--- src/rtl/tblrd_pkg.sv ---
// Package: shared types and register-select codes for the table read unit.
// Assumes a 2-bit register select on the core-facing register port.
package tblrd_pkg;

    typedef enum logic [1:0] {
        ST_IDLE  = 2'd0,
        ST_FETCH = 2'd1,
        ST_WRITE = 2'd2
    } tr_state_e;

    localparam logic [1:0] RSEL_OFS   = 2'd0;
    localparam logic [1:0] RSEL_PAGE  = 2'd1;
    localparam logic [1:0] RSEL_LATCH = 2'd2;

endpackage

--- src/rtl/tblrd_regs.sv ---
// Module: tblrd_regs
// Holds the table pointer (offset + page) and the high-byte latch, and
// drives the combinational register read mux.
// Assumes: core writes are honoured only when busy is low; the sequencer
// latch load (hi_we) never coincides with an idle-time core write.
module tblrd_regs
    import tblrd_pkg::*;
#(
    parameter int OFS_W  = 8,
    parameter int PAGE_W = 5,
    parameter int HB_W   = 8
) (
    input  logic              clk,
    input  logic              rst_n,
    input  logic              busy,
    input  logic              wr_en,
    input  logic [1:0]        sel,
    input  logic [OFS_W-1:0]  wdata,
    input  logic              hi_we,
    input  logic [HB_W-1:0]   hi_data,
    output logic [OFS_W-1:0]  ptr_ofs,
    output logic [PAGE_W-1:0] ptr_page,
    output logic [OFS_W-1:0]  rdata
);

    localparam int PAD_PG = OFS_W - PAGE_W;

    logic [HB_W-1:0] hi_latch;
    logic            core_wr_ok;

    assign core_wr_ok = wr_en && !busy;

    // Purpose: pointer registers, written by the core while idle.
    always_ff @(posedge clk) begin
        if (!rst_n) begin
            ptr_ofs  <= '0;
            ptr_page <= '0;
        end else if (core_wr_ok) begin
            if (sel == RSEL_OFS)  ptr_ofs  <= wdata;
            if (sel == RSEL_PAGE) ptr_page <= wdata[PAGE_W-1:0];
        end
    end

    // Purpose: high-byte latch, loaded by the sequencer or by the core.
    always_ff @(posedge clk) begin
        if (!rst_n) begin
            hi_latch <= '0;
        end else if (hi_we) begin
            hi_latch <= hi_data;
        end else if (core_wr_ok && sel == RSEL_LATCH) begin
            hi_latch <= wdata[HB_W-1:0];
        end
    end

    // Purpose: register read mux for the core.
    always_comb begin
        rdata = '0;
        case (sel)
            RSEL_OFS:   rdata = ptr_ofs;
            RSEL_PAGE:  rdata = {{PAD_PG{1'b0}}, ptr_page};
            RSEL_LATCH: rdata = OFS_W'(hi_latch);
            default:    rdata = '0;
        endcase
    end

    AST_PTR_HOLD_BUSY: assert property (@(posedge clk) disable iff (!rst_n)
        busy |=> ($stable(ptr_ofs) && $stable(ptr_page)))
        else $error("pointer changed while busy");

    AST_LATCH_LOAD: assert property (@(posedge clk) disable iff (!rst_n)
        hi_we |=> (hi_latch == $past(hi_data)))
        else $error("latch missed fetched high byte");

endmodule

--- src/rtl/tblrd_addr.sv ---
// Module: tblrd_addr
// Forms the ROM fetch address from the pointer registers.
// Regular mode: {page, offset}. Final-page mode: all-ones page, offset.
// Assumes ADDR_W > OFS_W so that a page field exists.
module tblrd_addr #(
    parameter int ADDR_W = 13,
    parameter int OFS_W  = 8
) (
    input  logic [OFS_W-1:0]        ptr_ofs,
    input  logic [ADDR_W-OFS_W-1:0] ptr_page,
    input  logic                    last_page,
    output logic [ADDR_W-1:0]       fetch_addr
);

    localparam int PAGE_W = ADDR_W - OFS_W;
    localparam logic [PAGE_W-1:0] LAST_PG = {PAGE_W{1'b1}};

    // Purpose: choose the page field according to the read mode.
    always_comb begin
        if (last_page) fetch_addr = {LAST_PG, ptr_ofs};
        else           fetch_addr = {ptr_page, ptr_ofs};
    end

endmodule

--- src/rtl/tblrd_seq.sv ---
// Module: tblrd_seq
// Two-cycle read sequencer: cycle 1 drives the ROM address, cycle 2
// takes the ROM word and issues the data memory write and latch load.
// Assumes the ROM returns data one cycle after rom_en.
module tblrd_seq
    import tblrd_pkg::*;
#(
    parameter int ADDR_W  = 13,
    parameter int DEST_W  = 8,
    parameter int SEC_W   = 2,
    parameter int DATA_W  = 16,
    parameter int LO_W    = 8,
    parameter bit HAS_EXT = 1'b1
) (
    input  logic                    clk,
    input  logic                    rst_n,
    input  logic                    cmd_valid,
    input  logic                    cmd_ext,
    input  logic [SEC_W-1:0]        cmd_sector,
    input  logic [DEST_W-1:0]       cmd_dest,
    input  logic [ADDR_W-1:0]       fetch_addr,
    input  logic [DATA_W-1:0]       rom_data,
    output logic                    busy,
    output logic                    accept,
    output logic                    rom_en,
    output logic [ADDR_W-1:0]       rom_addr,
    output logic                    dm_we,
    output logic [SEC_W+DEST_W-1:0] dm_addr,
    output logic [LO_W-1:0]         dm_wdata,
    output logic                    hi_we,
    output logic [DATA_W-LO_W-1:0]  hi_data
);

    tr_state_e          state;
    logic [ADDR_W-1:0]  addr_q;
    logic [DEST_W-1:0]  dest_q;
    logic [SEC_W-1:0]   sec_q;
    logic [SEC_W-1:0]   sec_sel;

    assign accept = cmd_valid && (state == ST_IDLE);

    // Purpose: pick the destination sector; without extension it is 0.
    generate
        if (HAS_EXT) begin : g_ext
            assign sec_sel = cmd_ext ? cmd_sector : '0;
        end else begin : g_noext
            assign sec_sel = '0;
        end
    endgenerate

    // Purpose: state register for the idle / fetch / write sequence.
    always_ff @(posedge clk) begin
        if (!rst_n) begin
            state <= ST_IDLE;
        end else begin
            case (state)
                ST_IDLE:  if (cmd_valid) state <= ST_FETCH;
                ST_FETCH: state <= ST_WRITE;
                default:  state <= ST_IDLE;
            endcase
        end
    end

    // Purpose: capture the command operands when a command is accepted.
    always_ff @(posedge clk) begin
        if (!rst_n) begin
            addr_q <= '0;
            dest_q <= '0;
            sec_q  <= '0;
        end else if (accept) begin
            addr_q <= fetch_addr;
            dest_q <= cmd_dest;
            sec_q  <= sec_sel;
        end
    end

    // Purpose: decode outputs from the current state.
    always_comb begin
        busy     = (state != ST_IDLE);
        rom_en   = (state == ST_FETCH);
        rom_addr = addr_q;
        dm_we    = (state == ST_WRITE);
        hi_we    = (state == ST_WRITE);
        dm_addr  = {sec_q, dest_q};
        dm_wdata = rom_data[LO_W-1:0];
        hi_data  = rom_data[DATA_W-1:LO_W];
    end

    AST_FETCH_THEN_WRITE: assert property (@(posedge clk) disable iff (!rst_n)
        rom_en |=> (dm_we && !rom_en))
        else $error("write did not follow fetch");

    AST_WRITE_THEN_IDLE: assert property (@(posedge clk) disable iff (!rst_n)
        dm_we |=> (!busy && !dm_we))
        else $error("busy lasted beyond two cycles");

    AST_ACCEPT_FETCH: assert property (@(posedge clk) disable iff (!rst_n)
        accept |=> (rom_en && busy))
        else $error("accepted command did not fetch");

    AST_BUSY_NO_ACCEPT: assert property (@(posedge clk) disable iff (!rst_n)
        (busy && cmd_valid) |=> !rom_en || $past(state == ST_IDLE))
        else $error("command accepted while busy");

endmodule

--- src/rtl/tblrd_unit.sv ---
// Module: tblrd_unit (top)
// Program memory table read unit: pointer registers, address former and
// two-cycle sequencer. The low byte goes to data memory, the high byte to
// a core-readable latch.
// Assumes a synchronous ROM with one cycle of read latency.
module tblrd_unit
    import tblrd_pkg::*;
#(
    parameter int ADDR_W  = 13,
    parameter int DATA_W  = 16,
    parameter int OFS_W   = 8,
    parameter int DEST_W  = 8,
    parameter int SEC_W   = 2,
    parameter bit HAS_EXT = 1'b1
) (
    input  logic                    clk,
    input  logic                    rst_n,
    input  logic                    reg_wr,
    input  logic [1:0]              reg_sel,
    input  logic [OFS_W-1:0]        reg_wdata,
    output logic [OFS_W-1:0]        reg_rdata,
    input  logic                    cmd_valid,
    input  logic                    cmd_last,
    input  logic                    cmd_ext,
    input  logic [SEC_W-1:0]        cmd_sector,
    input  logic [DEST_W-1:0]       cmd_dest,
    output logic                    busy,
    output logic                    rom_en,
    output logic [ADDR_W-1:0]       rom_addr,
    input  logic [DATA_W-1:0]       rom_data,
    output logic                    dm_we,
    output logic [SEC_W+DEST_W-1:0] dm_addr,
    output logic [OFS_W-1:0]        dm_wdata
);

    localparam int PAGE_W = ADDR_W - OFS_W;
    localparam int HB_W   = DATA_W - OFS_W;

    logic [OFS_W-1:0]  ptr_ofs;
    logic [PAGE_W-1:0] ptr_page;
    logic [ADDR_W-1:0] fetch_addr;
    logic              hi_we;
    logic [HB_W-1:0]   hi_data;
    logic              accept;

    tblrd_regs #(
        .OFS_W (OFS_W),
        .PAGE_W(PAGE_W),
        .HB_W  (HB_W)
    ) u_regs (
        .clk     (clk),
        .rst_n   (rst_n),
        .busy    (busy),
        .wr_en   (reg_wr),
        .sel     (reg_sel),
        .wdata   (reg_wdata),
        .hi_we   (hi_we),
        .hi_data (hi_data),
        .ptr_ofs (ptr_ofs),
        .ptr_page(ptr_page),
        .rdata   (reg_rdata)
    );

    tblrd_addr #(
        .ADDR_W(ADDR_W),
        .OFS_W (OFS_W)
    ) u_addr (
        .ptr_ofs   (ptr_ofs),
        .ptr_page  (ptr_page),
        .last_page (cmd_last),
        .fetch_addr(fetch_addr)
    );

    tblrd_seq #(
        .ADDR_W (ADDR_W),
        .DEST_W (DEST_W),
        .SEC_W  (SEC_W),
        .DATA_W (DATA_W),
        .LO_W   (OFS_W),
        .HAS_EXT(HAS_EXT)
    ) u_seq (
        .clk       (clk),
        .rst_n     (rst_n),
        .cmd_valid (cmd_valid),
        .cmd_ext   (cmd_ext),
        .cmd_sector(cmd_sector),
        .cmd_dest  (cmd_dest),
        .fetch_addr(fetch_addr),
        .rom_data  (rom_data),
        .busy      (busy),
        .accept    (accept),
        .rom_en    (rom_en),
        .rom_addr  (rom_addr),
        .dm_we     (dm_we),
        .dm_addr   (dm_addr),
        .dm_wdata  (dm_wdata),
        .hi_we     (hi_we),
        .hi_data   (hi_data)
    );

    AST_LAST_PAGE_ADDR: assert property (@(posedge clk) disable iff (!rst_n)
        (accept && cmd_last) |=> (rom_addr[ADDR_W-1:OFS_W] == {PAGE_W{1'b1}}))
        else $error("final-page read left last page");

    AST_BASIC_SECTOR0: assert property (@(posedge clk) disable iff (!rst_n)
        (accept && !cmd_ext) |=> ##1 (dm_we && dm_addr[SEC_W+DEST_W-1:DEST_W] == '0))
        else $error("basic command wrote nonzero sector");

endmodule

--- config.mk ---
export PLATFORM = sky130hd
export DESIGN_NAME = tblrd_unit
export DESIGN_NICKNAME = d
export VERILOG_FILES = /design/src/rtl/tblrd_pkg.sv /design/src/rtl/tblrd_regs.sv /design/src/rtl/tblrd_addr.sv /design/src/rtl/tblrd_seq.sv /design/src/rtl/tblrd_unit.sv
export SDC_FILE = /design/constraint.sdc
export NUM_CORES = 1
export LEC_CHECK = 0
export ABC_AREA = 1
export ABC_CLOCK_PERIOD_IN_PS = 1400
export CORE_MARGIN = 5
export CORE_UTILIZATION = 45
export DETAILED_ROUTE_END_ITERATION = 10
export DONT_BUFFER_PORTS = 1
export PLACE_DENSITY = 0.64
export SYNTH_ARGS = -nofsm -noshare
export SYNTH_HDL_FRONTEND = slang
export SYNTH_SLANG_ARGS = --single-unit
--- constraint.sdc ---
create_clock -name clk -period 1.4 [get_ports clk]
set_clock_uncertainty 0.15 [all_clocks]
set_input_delay 0.42 -clock clk [delete_from_list [all_inputs] [get_ports clk]]
set_output_delay 0.42 -clock clk [all_outputs]
set_load 0.02 [all_outputs]
==> impl_metrics.json <==
{
  "antenna_found_initial": 0,
  "p_int_uw": 2000,
  "first_global_vias": 1675,
  "core_area_um2": 4630,
  "cts_tree": "built",
  "postSynthAreaPerCell_um2": 7.37,
  "clkTransAtPathRegs_ns": 0.08,
  "clock_sinks": 46,
  "yosys-top-cells-count": "56 x nor2_1, 50 x nand2_1, 46 x dfxtp_1, 27 x o21ai_0, 23 x inv_1",
  "hold_violations": 0,
  "multiInputGateArea_um2": 1150,
  "seq_area_frac_synth_pct": 43.7,
  "area_delta_synth_final_pct": 23.7,
  "yosys_most_used_dff": "dfxtp_1",
  "routed_wirelength_um": 5460,
  "dr_total_vias": 1835,
  "path_max_fanout": 6,
  "die_x_um": 78.4,
  "die_area_um2": 6150,
  "grtUsageTotal_pct": 17.0,
  "min_from": "rst_n",
  "synth_top_area_share_pct": 43.7,
  "vias_per_cell": 5.21,
  "critPathLaunchType": "primary input",
  "fin_util_pct": 56.3,
  "drv_slew": 0,
  "crit_chain": "clkinvlp_4 > nor2_4 > nand2_1 > o221ai_2 > buf_4",
  "slowest_stage": "buf_4",
  "cts_root_buf": "clkbuf_8",
  "ys_async_sr_fraction_pct": 0,
  "max_stage_delay_ns": 0.18,
  "final_nets": 339,
  "dr.pass1.iters": 4,
  "synth-edff-count": 0,
  "nFillCells": 440,
  "max-slew-margin-rel_pct": 79.2,
  "p_leak_uw": 0.00113,
  "setup_violations": 18,
  "die_h_um": 78.4,
  "power_frac_seq_pct": 54.0,
  "power.total_uw": 2830,
  "worst_slack_ns": -0.199,
  "rows": 25,
  "ys_ff_latch": 46,
  "register_area_um2": 931,
  "diodes": 0,
  "fin_hold_ws_ns": 0.0977,
  "min_path_type": "in -> reg",
  "yosysWarnings": 0,
  "placed_area_um2": 2250,
  "cp-end-kind": "primary output",
  "startpoint": "reg_sel[0]",
  "yosys.area.top_type": "dfxtp_1",
  "synthTopCellsByArea": "dfxtp_1 44%, nor2_1 10%, nand2_1 8.9%",
  "powerDensity_nw_per_um2": 1080,
  "gp_congestion": 0.791,
  "worst_pin_slew_ns": 0.313,
  "r2r_cells": 6,
  "min_period_ns": 1.60,
  "critical_path_arrival_ns": 1.03,
  "rsz0062_at_grt": "true",
  "synthesis.instances": 286,
  "drive_gt1_share_pct": 33.2,
  "regToRegSetupSlack_ns": -0.02,
  "port-buffer-count": 0,
  "overflow": 0,
  "clock_power_share_pct": 29.2,
  "hold_depth": 2,
  "r2r_start": "u_seq.state[1]",
  "initial_core_util_pct": 45.5,
  "maxCapViolCount": 0,
  "run_status": "complete, but fails checks",
  "cp_data_required_time_ns": 0.83,
  "htreeDepth": 2,
  "finalCritPeriodShare_pct": 114,
  "swShare_pct": 29.3,
  "synth_area_um2": 2110,
  "syn_nets": 328,
  "clkLatencyLatePin_ns": 0.29,
  "drtIter0Drc": 116,
  "cts_buffers": 5,
  "wire_per_inst_um": 15.5,
  "path_class": "in -> out",
  "pre_cts_slack_ns": -0.190,
  "grt_max_degree": 47,
  "switching_power_uw": 827,
  "dp_hpwl_um": 3750,
  "yosysUniqueCellTypes": 23,
  "drc": 0,
  "ios": 84,
  "ctsLongestPathBuffers": 2,
  "fmax_mhz": 625,
  "ir_worst_vdd_mv": 0.546,
  "grt_pass1_wl_um": 8290,
  "detail-route-antenna-nets": 0,
  "violations": "negative setup slack",
  "design_area_um2": 2610,
  "synth.most_common_cell": "nor2_1",
  "pwr-share-comb_pct": 16.8
}
area by class of cell:
class / count / area share (%)
Clock inverter: 2 / 0.480
Tap cell: 54 / 2.59
Sequential cell: 46 / 35.7
Clock buffer: 6 / 3.17
Timing Repair Buffer: 25 / 9.45
Inverter: 25 / 4.32
Multi-Input combinational cell: 194 / 44.3
repair_timing:
item                       in CTS  in global routing
setup buffers                   4                  6
resized for setup              23                 44
setup endpoints to repair      11                 50
hold buffers                    0                  0
pin swaps                       5                 15
gates cloned                    0                  2
registers in the layout (all words and copies together), names as in the netlist:
register and count:
u_seq.sec_q 2, u_seq.state 2, u_regs.hi_latch 8, u_regs.ptr_ofs 8
u_seq.dest_q 8, u_seq.rom_addr 13, u_regs.ptr_page 5
stage by stage:
stage,setup TNS (ns),std cells
final,-1.61,352
after global routing,-3.22,352
after CTS,-2.12,345
after detailed placement,-1.24,333
after global placement,-0.943,333
after floorplan,-0.474,286
path summary, 6_finish.rpt:
kind                                           end
worst min register to register   u_seq.rom_addr[4]
worst max-delay path                  reg_rdata[4]
worst min-delay path               u_seq.dest_q[1]
worst max register to register  u_regs.hi_latch[6]
logic make-up (layout without fill, tap and decap cells):
logic type | after synthesis | in the layout | synth area share [%]
DFF | 46 | 46 | 43.7
buffers and inverters | 48 | 58 | 12.2
AOI/OAI and AO/OA | 52 | 52 | 13.4
and+or+nand+nor | 140 | 142 | 30.7
critical path, delay by kind of cell:
family / cells / cell delay, ns
buffers and inverters: 2 / 0.28
AND/OR/NAND/NOR: 2 / 0.26
AO/OA/AOI/OAI: 1 / 0.07
power by group through the flow:
stage	sequential (uW)	clock [uW]	combinational [uW]
2_1_floorplan	1530	0	358
3_5_place_dp	1550	0	386
6_report	1520	826	475
3_3_place_gp	1550	0	378
4_1_cts	1530	870	408
5_1_grt	1540	937	532
routing by layer:
| metal | share of wire [%] | track usage [%] | up-vias |
|---|---|---|---|
| li1 | - | - | 943 |
| met3 | 7.5 | 6.31 | 4 |
| met1 | 42 | 21.5 | 831 |
| met2 | 49 | 27.8 | 57 |
| met5 | 0 | 0 | - |
| met4 | 0.66 | 3.67 | 0 |
placed cells by master (no fill, tap or decap), types with 2 or more instances in the layout:
cell type	count
nand2_4	2
inv_4	4
o21ai_0	18
nand3_4	5
o22ai_2	3
buf_12	2
o221ai_4	2
nor3_1	5
nor2_4	6
nand2_2	3
clkinvlp_4	2
nor2_1	52
buf_6	9
a21oi_1	11
inv_2	11
o21ai_1	6
nand2_8	2
dfxtp_1	40
a21oi_2	5
buf_4	14
dfxtp_2	5
nand2_1	45
inv_1	8
nand3_1	13
nand3_2	5
o21ai_2	4
clkbuf_8	6
o221ai_2	3
nor2_2	3
Note: power is estimated with default switching activity, not from simulation.
